<file path="src/rtl/serprog_pkg.sv">
package serprog_pkg;
  localparam int CMD_W = 6;

  typedef enum logic [3:0] {
    OP_NONE, OP_LD_CFG, OP_LD_PROG, OP_LD_DATA, OP_RD_PROG, OP_RD_DATA,
    OP_INC, OP_PGM_INT, OP_PGM_EXT, OP_PGM_END, OP_ERASE_PROG, OP_ERASE_DATA
  } op_e;

  function automatic op_e decode_op(input logic [CMD_W-1:0] c);
    op_e op;
    case (c[3:0])
      4'h0: op = OP_LD_CFG;
      4'h2: op = OP_LD_PROG;
      4'h3: op = OP_LD_DATA;
      4'h4: op = OP_RD_PROG;
      4'h5: op = OP_RD_DATA;
      4'h6: op = OP_INC;
      4'h8: op = (c[5:4] == 2'b00) ? OP_PGM_INT :
                 (c[5:4] == 2'b01) ? OP_PGM_EXT : OP_NONE;
      4'h9: op = OP_ERASE_PROG;
      4'hA: op = (c[5:4] == 2'b00) ? OP_PGM_END : OP_NONE;
      4'hB: op = OP_ERASE_DATA;
      default: op = OP_NONE;
    endcase
    return op;
  endfunction
endpackage

</file>
<file path="src/rtl/serprog_sync.sv">
module serprog_sync #(
  parameter int STAGES = 2
) (
  input  logic clk_i,
  input  logic rst_ni,
  input  logic a_i,
  output logic q_o
);
  logic [STAGES-1:0] ff_q;

  always_ff @(posedge clk_i or negedge rst_ni) begin
    if (!rst_ni) ff_q <= '0;
    else         ff_q <= {ff_q[STAGES-2:0], a_i};
  end

  assign q_o = ff_q[STAGES-1];
endmodule

</file>
<file path="src/rtl/serprog_edge.sv">
module serprog_edge (
  input  logic clk_i,
  input  logic rst_ni,
  input  logic a_i,
  output logic rise_o,
  output logic fall_o
);
  logic prev_q;

  always_ff @(posedge clk_i or negedge rst_ni) begin
    if (!rst_ni) prev_q <= 1'b0;
    else         prev_q <= a_i;
  end

  assign rise_o = a_i & ~prev_q;
  assign fall_o = ~a_i & prev_q;
endmodule

</file>
<file path="src/rtl/serprog_decode.sv">
module serprog_decode
  import serprog_pkg::*;
(
  input  logic [CMD_W-1:0] code_i,
  output op_e              op_o
);
  assign op_o = decode_op(code_i);
endmodule

</file>
<file path="src/rtl/serprog_engine.sv">
module serprog_engine
  import serprog_pkg::*;
#(
  parameter int DATA_W   = 14,
  parameter int NARROW_W = 8
) (
  input  logic              clk_i,
  input  logic              rst_ni,
  input  logic              mode_en_i,
  input  logic              rise_i,
  input  logic              fall_i,
  input  logic              din_i,
  input  op_e               op_i,
  output logic [CMD_W-1:0]  code_o,
  output logic              cmd_done_o,
  output logic              load_done_o,
  output logic              narrow_o,
  output logic [DATA_W-1:0] load_word_o,
  input  logic [DATA_W-1:0] rd_word_i,
  input  logic              prog_lock_i,
  input  logic              data_lock_i,
  output logic              sdata_o,
  output logic              sdata_oe_o
);
  localparam int FRAME = DATA_W + 2;
  localparam int CNT_W = $clog2(FRAME > CMD_W ? FRAME : CMD_W);
  localparam logic [CNT_W-1:0] CMD_LAST   = CNT_W'(CMD_W - 1);
  localparam logic [CNT_W-1:0] FRAME_LAST = CNT_W'(FRAME - 1);
  localparam logic [CNT_W-1:0] DATA_LAST  = CNT_W'(DATA_W);

  typedef enum logic [1:0] {S_CMD, S_LOAD, S_READ} st_e;

  st_e               st_q;
  logic [CNT_W-1:0]  cnt_q;
  logic [CMD_W-2:0]  cmd_q;
  logic              narrow_q;
  logic [DATA_W-1:0] word_q;
  logic [DATA_W-1:0] out_q;
  logic [DATA_W-1:0] rd_sel;
  logic              done_q;
  logic              sd_q;
  logic              oe_q;

  function automatic logic [DATA_W-1:0] widen(input logic [DATA_W-1:0] w);
    return {{(DATA_W-NARROW_W){1'b0}}, w[NARROW_W-1:0]};
  endfunction

  assign code_o     = {din_i, cmd_q};
  assign cmd_done_o = mode_en_i && (st_q == S_CMD) && fall_i && (cnt_q == CMD_LAST);

  always_comb begin
    rd_sel = narrow_q ? widen(rd_word_i) : rd_word_i;
    if (narrow_q ? data_lock_i : prog_lock_i) rd_sel = '0;
  end

  always_ff @(posedge clk_i or negedge rst_ni) begin
    if (!rst_ni) begin
      st_q     <= S_CMD;
      cnt_q    <= '0;
      cmd_q    <= '0;
      narrow_q <= 1'b0;
      word_q   <= '0;
      out_q    <= '0;
      done_q   <= 1'b0;
      sd_q     <= 1'b0;
      oe_q     <= 1'b0;
    end else if (!mode_en_i) begin
      st_q   <= S_CMD;
      cnt_q  <= '0;
      done_q <= 1'b0;
      sd_q   <= 1'b0;
      oe_q   <= 1'b0;
    end else begin
      done_q <= 1'b0;
      case (st_q)
        S_CMD: if (fall_i) begin
          cmd_q <= code_o[CMD_W-1:1];
          if (cnt_q == CMD_LAST) begin
            cnt_q <= '0;
            case (op_i)
              OP_LD_CFG, OP_LD_PROG: begin st_q <= S_LOAD; narrow_q <= 1'b0; end
              OP_LD_DATA:            begin st_q <= S_LOAD; narrow_q <= 1'b1; end
              OP_RD_PROG:            begin st_q <= S_READ; narrow_q <= 1'b0; end
              OP_RD_DATA:            begin st_q <= S_READ; narrow_q <= 1'b1; end
              default:               st_q <= S_CMD;
            endcase
          end else begin
            cnt_q <= cnt_q + 1'b1;
          end
        end
        S_LOAD: if (fall_i) begin
          if (cnt_q != '0 && cnt_q <= DATA_LAST) word_q <= {din_i, word_q[DATA_W-1:1]};
          if (cnt_q == FRAME_LAST) begin
            done_q <= 1'b1;
            st_q   <= S_CMD;
            cnt_q  <= '0;
          end else begin
            cnt_q <= cnt_q + 1'b1;
          end
        end
        S_READ: begin
          if (rise_i) begin
            // rise number is cnt_q+1: falls trail rises within each clock
            if (cnt_q == '0) begin
              out_q <= rd_sel;
            end else if (cnt_q <= DATA_LAST) begin
              oe_q  <= 1'b1;
              sd_q  <= out_q[0];
              out_q <= out_q >> 1;
            end else begin
              oe_q <= 1'b0;
              sd_q <= 1'b0;
            end
          end
          if (fall_i) begin
            if (cnt_q == FRAME_LAST) begin
              st_q  <= S_CMD;
              cnt_q <= '0;
            end else begin
              cnt_q <= cnt_q + 1'b1;
            end
          end
        end
        default: st_q <= S_CMD;
      endcase
    end
  end

  assign load_done_o = done_q;
  assign narrow_o    = narrow_q;
  assign load_word_o = narrow_q ? widen(word_q) : word_q;
  assign sdata_o     = sd_q;
  assign sdata_oe_o  = oe_q;
endmodule

</file>
<file path="src/rtl/serprog_target.sv">
module serprog_target
  import serprog_pkg::*;
#(
  parameter int DATA_W      = 14,
  parameter int NARROW_W    = 8,
  parameter int SYNC_STAGES = 2
) (
  input  logic              clk_i,
  input  logic              rst_ni,
  input  logic              mode_en_i,
  input  logic              sclk_i,
  input  logic              sdata_i,
  output logic              sdata_o,
  output logic              sdata_oe_o,
  input  logic [DATA_W-1:0] rd_word_i,
  input  logic              prog_lock_i,
  input  logic              data_lock_i,
  output logic              addr_cfg_o,
  output logic              addr_inc_o,
  output logic              pgm_int_o,
  output logic              pgm_ext_o,
  output logic              pgm_end_o,
  output logic              erase_prog_o,
  output logic              erase_data_o,
  output logic              load_prog_o,
  output logic              load_data_o,
  output logic [DATA_W-1:0] load_word_o
);
  logic             sclk_s, sdata_s;
  logic             sclk_rise, sclk_fall;
  logic [CMD_W-1:0] code;
  op_e              op;
  logic             cmd_done, load_done, narrow;

  serprog_sync #(.STAGES(SYNC_STAGES)) u_sync_clk (
    .clk_i(clk_i), .rst_ni(rst_ni), .a_i(sclk_i), .q_o(sclk_s));
  serprog_sync #(.STAGES(SYNC_STAGES)) u_sync_dat (
    .clk_i(clk_i), .rst_ni(rst_ni), .a_i(sdata_i), .q_o(sdata_s));

  serprog_edge u_edge (
    .clk_i(clk_i), .rst_ni(rst_ni), .a_i(sclk_s),
    .rise_o(sclk_rise), .fall_o(sclk_fall));

  serprog_decode u_dec (.code_i(code), .op_o(op));

  serprog_engine #(.DATA_W(DATA_W), .NARROW_W(NARROW_W)) u_eng (
    .clk_i       (clk_i),
    .rst_ni      (rst_ni),
    .mode_en_i   (mode_en_i),
    .rise_i      (sclk_rise),
    .fall_i      (sclk_fall),
    .din_i       (sdata_s),
    .op_i        (op),
    .code_o      (code),
    .cmd_done_o  (cmd_done),
    .load_done_o (load_done),
    .narrow_o    (narrow),
    .load_word_o (load_word_o),
    .rd_word_i   (rd_word_i),
    .prog_lock_i (prog_lock_i),
    .data_lock_i (data_lock_i),
    .sdata_o     (sdata_o),
    .sdata_oe_o  (sdata_oe_o)
  );

  always_ff @(posedge clk_i or negedge rst_ni) begin
    if (!rst_ni) begin
      addr_cfg_o   <= 1'b0;
      addr_inc_o   <= 1'b0;
      pgm_int_o    <= 1'b0;
      pgm_ext_o    <= 1'b0;
      pgm_end_o    <= 1'b0;
      erase_prog_o <= 1'b0;
      erase_data_o <= 1'b0;
    end else begin
      addr_cfg_o   <= cmd_done && (op == OP_LD_CFG);
      addr_inc_o   <= cmd_done && (op == OP_INC);
      pgm_int_o    <= cmd_done && (op == OP_PGM_INT);
      pgm_ext_o    <= cmd_done && (op == OP_PGM_EXT);
      pgm_end_o    <= cmd_done && (op == OP_PGM_END);
      erase_prog_o <= cmd_done && (op == OP_ERASE_PROG);
      erase_data_o <= cmd_done && (op == OP_ERASE_DATA);
    end
  end

  assign load_prog_o = load_done & ~narrow;
  assign load_data_o = load_done & narrow;
endmodule

</file>
<file path="config.mk">
export PLATFORM = sky130hd
export DESIGN_NAME = serprog_target
export DESIGN_NICKNAME = d
export VERILOG_FILES = /design/src/rtl/serprog_pkg.sv /design/src/rtl/serprog_sync.sv /design/src/rtl/serprog_edge.sv /design/src/rtl/serprog_decode.sv /design/src/rtl/serprog_engine.sv /design/src/rtl/serprog_target.sv
export SDC_FILE = /design/constraint.sdc
export NUM_CORES = 1
export LEC_CHECK = 0
export ABC_AREA = 1
export ABC_CLOCK_PERIOD_IN_PS = 1900
export BUFFER_PORTS_ARGS = -buffer_cell sky130_fd_sc_hd__clkbuf_2
export CAP_MARGIN = 25
export CORE_UTILIZATION = 40
export CTS_CLUSTER_SIZE = 25
export DETAILED_ROUTE_END_ITERATION = 16
export GPL_TIMING_DRIVEN = 0
export PLACE_DENSITY = 0.66
export SLEW_MARGIN = 25
export SYNTH_ARGS = -nofsm -noshare
export SYNTH_HDL_FRONTEND = slang
export SYNTH_HIERARCHICAL = 1
export SYNTH_SLANG_ARGS = --single-unit
</file>
<file path="constraint.sdc">
create_clock -name clk_i -period 1.9 [get_ports clk_i]
set_input_delay 0.38 -clock clk_i [delete_from_list [all_inputs] [get_ports clk_i]]
set_output_delay 0.38 -clock clk_i [all_outputs]
set_load 0.005 [all_outputs]
</file>
# Word-level counts from Yosys, hierarchy flattened
# Index checks and enable logic that the tools add are counted.
[totals]
ff_bits = 55
in_bits = 21
out_inout_bits = 25
word_cells = 129
[op_classes]
n_addsub = 1
magnitude_cmp = 1
n_eq_ne = 33
n_mux = 38
bitwise_logic = 7
n_reduce_logical = 30
[ops]
columns = ["cell", "count"]
rows = [
  ["$mux W14", 5],
  ["$pmux W4 S10", 1],
  ["$eq A4 B4 Y1 const B", 9],
  ["$eq A4 B3 Y1 const B", 8],
  ["$mux W4", 8],
  ["$eq A4 B2 Y1 const B", 4],
  ["$mux W1", 15],
  ["$ne A3 B2 Y1 const B", 4],
  ["$reduce_and A4 Y1", 3],
  ["$logic_and A1 B1 Y1", 11],
  ["$mux W2", 5],
  ["$reduce_and A3 Y1", 3],
  ["$logic_not A4 Y1", 2],
  ["$pmux W2 S2", 2],
  ["$pmux W4 S2", 1],
  ["$reduce_or A2 Y1", 3],
  ["$reduce_or A3 Y1", 2],
  ["$reduce_and A5 Y1", 1],
  ["$add A4 B1 Y4 const B", 1],
  ["$and A1 B1 Y1", 4],
  ["$eq A2 B1 Y1 const B", 2],
  ["$eq A4 B1 Y1 const B", 1],
  ["$le A4 B4 Y1 const B", 1],
  ["$logic_not A2 Y1", 2],
  ["other kinds (8)", 12],
]

# Depth between registers and ports, before layout
[logic_depth]
word_depth = 11
mapped_depth = 12

# Cells and area by module
# The synthesis kept the hierarchy.
[by_module_without_submodules]
columns = ["module", "n_inst", "cells_per_inst", "area_each_um2", "seq_area_each_um2"]
rows = [
  ["serprog_engine", 1, 291, 2427.3, 1076.0],
  ["serprog_target", 1, 30, 270.3, 175.2],
  ["serprog_decode", 1, 34, 160.2, 0.0],
  ["serprog_sync", 2, 2, 50.0, 50.0],
  ["serprog_edge", 1, 5, 40.0, 25.0],
]

# Worst setup path after synthesis
# OpenSTA, ideal clock, no wires.
[synth_path]
kind = "reg2reg"
from = "register u_eng.cnt_q[1]"
to = "register u_eng.word_q[6]"
arrival_ps = 1330
setup_slack_ps = 452
stages_incl_launch_ff = 8
period_less_slack_ps = 1448
path_cell_list = "dfrtp_1 inv_1 ha_1 nand2_4 nand3_4 buf_6 nand2_1 o21ai_2"
[synth_between]
elab_chain_cells = 3
elab_cells_between_ends = 4
classes_between = "order compare (1); reduce/logical (3)"
[synth_lines]
columns = ["item", "line", "rtl"]
rows = [
  ["start, declared", "serprog_engine.sv:34", "logic [CNT_W-1:0] cnt_q;"],
  ["start signal, assigned", "serprog_engine.sv:88", "cnt_q <= cnt_q + 1'b1;"],
  ["start signal, assigned", "serprog_engine.sv:98", "cnt_q <= cnt_q + 1'b1;"],
  ["start signal, assigned", "serprog_engine.sv:120", "cnt_q <= cnt_q + 1'b1;"],
  ["$le A4 B4 Y1 or $reduce_bool A4 Y1 (tied branches)", "serprog_engine.sv:92", "if (cnt_q != '0 && cnt_q <= DATA_LAST) word_q <= {din_i, word_q[DATA_W-1:1]};"],
  ["$logic_and A1 B1 Y1 (*)", "serprog_engine.sv:92", ""],
  ["$reduce_and A4 Y1 (no source line) (*)", "n/a", ""],
  ["end signal, assigned", "serprog_engine.sv:92", ""],
  ["end, declared", "serprog_engine.sv:37", "logic [DATA_W-1:0] word_q;"],
]
# Every way passes the cells marked *; elsewhere a longest branch is shown, timed or not.
# A chain may end at the register's enable or synchronous reset.

# Worst setup path after layout
[layout_path]
from = "register u_eng.cnt_q[1]"
to = "register u_eng.word_q[7]"
# The elaborated chain is that of the path after synthesis.

==> metrics.txt <==
# TYPE chip_impl_metric gauge
chip_impl_metric{name="vdd.ir_drop.worst",unit="mV"} 0.511
chip_impl_metric{name="finalNonFillerCells",unit=""} 516
chip_impl_metric{name="grt.overflow.total",unit=""} 0
chip_impl_info{name="worst_hold_path_type",value="primary input to asynchronous set/reset pin"} 1
chip_impl_metric{name="drtIter0Drc",unit=""} 123
chip_impl_metric{name="max_slew.worst_pin.slew",unit="ns"} 0.734
chip_impl_metric{name="drtPass1Iterations",unit=""} 4
chip_impl_metric{name="antenna_found_initial",unit=""} 0
chip_impl_metric{name="power_density",unit="nW/µm²"} 888
chip_impl_metric{name="grt_start_max_net_pins",unit=""} 56
chip_impl_metric{name="synth_nets",unit=""} 392
chip_impl_metric{name="area_growth",unit="%"} 16.3
chip_impl_metric{name="clock_tree.htree_level_count",unit=""} 2
chip_impl_metric{name="route.vias.total",unit=""} 2450
chip_impl_metric{name="synth_edf_count",unit=""} 0
chip_impl_metric{name="cp_data_arrival_time",unit="ns"} 1.92
chip_impl_metric{name="gpl.final_weighted_congestion",unit=""} 0.883
chip_impl_metric{name="ys_ff_latch",unit=""} 55
chip_impl_metric{name="dp.final_hpwl",unit="µm"} 4270
chip_impl_metric{name="yosysUniqueCellTypes",unit=""} 27
chip_impl_metric{name="seq_area_frac_synth",unit="%"} 45.9
chip_impl_metric{name="initial_core_util",unit="%"} 41.3
chip_impl_metric{name="worst_skew_pair.late_latency",unit="ns"} 0.30
chip_impl_metric{name="synth_cells",unit=""} 364
chip_impl_info{name="crit_path_end_kind",value="register"} 1
chip_impl_metric{name="detail-route-antenna-nets",unit=""} 0
chip_impl_metric{name="period_needed",unit="ns"} 1.72
chip_impl_metric{name="report.final.slew_viol_count",unit=""} 0
chip_impl_metric{name="syn_avg_cell_area",unit="µm²"} 8.24
chip_impl_metric{name="finalWirelength",unit="µm"} 5800
chip_impl_metric{name="layout_worst_path_cycle_share",unit="%"} 90.6
chip_impl_metric{name="post_synth_instance_area",unit="µm²"} 3000
chip_impl_info{name="clockRootBuffer",value="sky130_fd_sc_hd__clkbuf_8"} 1
chip_impl_metric{name="setup-violations-final",unit=""} 0
chip_impl_metric{name="die_area",unit="µm²"} 7840
chip_impl_metric{name="number_of_buffers_on_the_longest_clock_path",unit=""} 2
chip_impl_metric{name="hold_buffers",unit=""} 0
chip_impl_info{name="critPathKind",value="register to register"} 1
chip_impl_metric{name="nFillCells",unit=""} 712
chip_impl_metric{name="grt.total_usage",unit="%"} 16.1
chip_impl_metric{name="post-route-drc-count",unit=""} 0
chip_impl_metric{name="report.final.hold_viol_count",unit=""} 0
chip_impl_info{name="flip_flop_cell_with_the_highest_count_after_synthesis",value="sky130_fd_sc_hd__dfrtp_1"} 1
chip_impl_info{name="ys_top_cells_by_area",value="sky130_fd_sc_hd__dfrtp_1 46%, sky130_fd_sc_hd__nand2_1 13%, sky130_fd_sc_hd__nand3_1 5.7%"} 1
chip_impl_metric{name="floorplan.core_area",unit="µm²"} 7250
chip_impl_metric{name="p_leak",unit="nW"} 1.81
chip_impl_metric{name="fp.dieW",unit="µm"} 88.6
chip_impl_info{name="yosys-top-cells-count",value="104 x sky130_fd_sc_hd__nand2_1, 55 x sky130_fd_sc_hd__dfrtp_1, 43 x sky130_fd_sc_hd__inv_1"} 1
chip_impl_metric{name="worst_setup_hold_path_clk_slew",unit="ns"} 0.10
chip_impl_metric{name="cts_setup_buffers",unit=""} 0
chip_impl_metric{name="multiInputGateArea",unit="µm²"} 1290
chip_impl_metric{name="cts_sinks",unit=""} 55
chip_impl_metric{name="first_global_vias",unit=""} 2236
chip_impl_metric{name="async_reset_ff_share",unit="%"} 100
chip_impl_metric{name="num_rows",unit=""} 31
chip_impl_info{name="synth.largest_area_cell",value="sky130_fd_sc_hd__dfrtp_1"} 1
chip_impl_info{name="rsz0062_at_grt",value="false"} 1
chip_impl_metric{name="dpl.cell_count",unit=""} 508
chip_impl_metric{name="route.detailed.vias_per_inst",unit=""} 4.75
chip_impl_metric{name="floorplan.io_pins",unit=""} 46
chip_impl_metric{name="fmaxAchievable",unit="MHz"} 581
chip_impl_metric{name="portBuffers",unit=""} 45
chip_impl_metric{name="chipHeight",unit="µm"} 88.6
chip_impl_metric{name="cts-resized-gates",unit=""} 0
chip_impl_metric{name="final.setup.tns",unit="ns"} 0
chip_impl_metric{name="cts_inserted_buffers",unit=""} 5
chip_impl_metric{name="grt_first_pass_wirelength",unit="µm"} 9810
chip_impl_metric{name="layout.area.seq",unit="µm²"} 1380
chip_impl_metric{name="synth_largest_type_area_fraction",unit="%"} 45.9
chip_impl_metric{name="antennaDiodeCount",unit=""} 0
chip_impl_metric{name="wl_per_cell",unit="µm"} 11.2
chip_impl_metric{name="timing.max_slew.rel_slack",unit="%"} 51.1
chip_impl_metric{name="maxCapViolations",unit=""} 0
chip_impl_metric{name="finClkSkew",unit="ns"} 0.0110
chip_impl_info{name="yosys.cell_count.top_type",value="sky130_fd_sc_hd__nand2_1"} 1
chip_impl_metric{name="cp_max_fo",unit=""} 10
chip_impl_metric{name="final_nets",unit=""} 444
chip_impl_info{name="outcome",value="complete, no violations"} 1
chip_impl_info{name="cts_tree",value="yes"} 1
chip_impl_metric{name="yosys_warnings",unit=""} 6
chip_impl_metric{name="layout-drive-gt1-share",unit="%"} 25.4
chip_impl_info{name="worst_setup_path_start_kind",value="register"} 1
chip_impl_metric{name="worstPathRequired",unit="ns"} 2.10
## where the power goes
| part | internal, mW | switching [mW] |
|---|---|---|
| Clock | 0.525 | 0.372 |
| Sequential | 1.25 | 0.0986 |
| Combinational | 0.291 | 0.563 |
## through the flow
stage	hold slack (ns)	total power [mW]	setup WS [ns]	cell area (µm²)	util [%]
floorplan	0.0844	2.01	0.452	3000	-
global placement	0.335	2.19	0.223	3350	46.1
detailed placement	0.336	2.21	0.213	3350	46.2
CTS	0.171	3.12	0.186	3490	48.1
global route	0.171	3.33	0.0746	3490	48.1
finish	0.149	3.10	0.178	3490	48.1
## flip-flops by register name (all words and copies together), names as in the netlist
name / count
u_eng/cnt_q: 4
addr_cfg_o: 1
addr_inc_o: 1
u_edge/prev_q: 1
pgm_end_o: 1
u_eng/load_done_o: 1
u_sync_dat/ff_q: 2
u_sync_clk/ff_q: 2
u_eng/cmd_q: 5
pgm_int_o: 1
pgm_ext_o: 1
u_eng/sdata_oe_o: 1
erase_data_o: 1
erase_prog_o: 1
u_eng/narrow_o: 1
u_eng/st_q: 2
u_eng/out_q: 14
u_eng/sdata_o: 1
u_eng/word_q: 14
## final timing paths
kind / from / endpoint / slack [ns] / depth (start not counted)
max: u_eng/cnt_q[1]$_DFFE_PN0P_ / u_eng/word_q[7]$_DFFE_PN0P_ / 0.18 / 7
min: rst_ni / u_eng/out_q[7]$_DFFE_PN0P_ / 0.15 / 1
max reg2reg: u_eng/cnt_q[1]$_DFFE_PN0P_ / u_eng/word_q[7]$_DFFE_PN0P_ / 0.18 / 7
min reg2reg: u_sync_dat/ff_q[0]$_DFF_PN0_ / u_sync_dat/ff_q[1]$_DFF_PN0_ / 0.36 / 0
max in group asynchronous: rst_ni / u_eng/word_q[7]$_DFFE_PN0P_ / 1.26 / 1
min in group clk_i: sclk_i / u_sync_clk/ff_q[0]$_DFF_PN0_ / 0.18 / 1
## final cells by class
class                      instances  area share, %
sequential                        55           39.5
tap                               99           3.55
multi-input combinational        244           37.0
clock buffer                       5           1.97
inverter                          46           5.03
clock inverter                     3           1.94
buffer                            19           4.52
timing repair buffer              45           6.53
## logic make-up after synthesis
| kind of cell | count (synthesis) | synth area share [%] |
|---|---|---|
| AO/OA/AOI/OAI | 30 | 6.97 |
| adder cells (fa/ha/maj) | 7 | 2.92 |
| buffers and inverters | 65 | 11.1 |
| flip-flops | 55 | 45.9 |
| AND/OR/NAND/NOR | 207 | 33.1 |
## worst max-delay path, cell delays in order, from the launching register on
cell                      delay (ns)
sky130_fd_sc_hd__dfrtp_1        0.50
sky130_fd_sc_hd__inv_1          0.13
sky130_fd_sc_hd__ha_1           0.31
sky130_fd_sc_hd__nand2_4        0.19
sky130_fd_sc_hd__nand3_4        0.17
sky130_fd_sc_hd__buf_6          0.20
sky130_fd_sc_hd__nand2_1        0.07
sky130_fd_sc_hd__o21ai_2        0.05
## metal layers
| layer | routed length (µm) | vias up | track usage (%) |
|---|---|---|---|
| li1 | - | 1248 | - |
| met3 | 292 | 2 | 2.43 |
| met5 | 0 | - | 0 |
| met2 | 2730 | 62 | 26.6 |
| met1 | 2730 | 1138 | 21.7 |
| met4 | 39 | 0 | 5.57 |
## cells in the final DEF, fill, tap and decap left out
cell                         instances
sky130_fd_sc_hd__nor2_4              3
sky130_fd_sc_hd__o21ai_1             2
sky130_fd_sc_hd__nand2_1           104
sky130_fd_sc_hd__nand4_4             1
sky130_fd_sc_hd__ha_1                7
sky130_fd_sc_hd__bufinv_16           2
sky130_fd_sc_hd__dfrtp_1            55
sky130_fd_sc_hd__nand2_4             2
sky130_fd_sc_hd__o21ai_2            15
sky130_fd_sc_hd__nor2_8              2
sky130_fd_sc_hd__clkinvlp_4          1
sky130_fd_sc_hd__a21oi_1             3
sky130_fd_sc_hd__nand4_1            15
sky130_fd_sc_hd__nand3_2             2
sky130_fd_sc_hd__nor2_1             35
sky130_fd_sc_hd__inv_2               2
sky130_fd_sc_hd__buf_4              10
sky130_fd_sc_hd__buf_6               6
sky130_fd_sc_hd__buf_2               3
sky130_fd_sc_hd__nand2_2             2
sky130_fd_sc_hd__o21bai_1            1
sky130_fd_sc_hd__nand3_1            34
sky130_fd_sc_hd__inv_4               1
sky130_fd_sc_hd__nand3_4             1
sky130_fd_sc_hd__nor3_1              1
sky130_fd_sc_hd__nand3b_1            2
sky130_fd_sc_hd__inv_1              43
sky130_fd_sc_hd__clkbuf_2           44
sky130_fd_sc_hd__o21ai_0             9
sky130_fd_sc_hd__clkbuf_4            1
sky130_fd_sc_hd__nor2_2              3
sky130_fd_sc_hd__clkbuf_8            5
(Power assumes the default switching activity.)
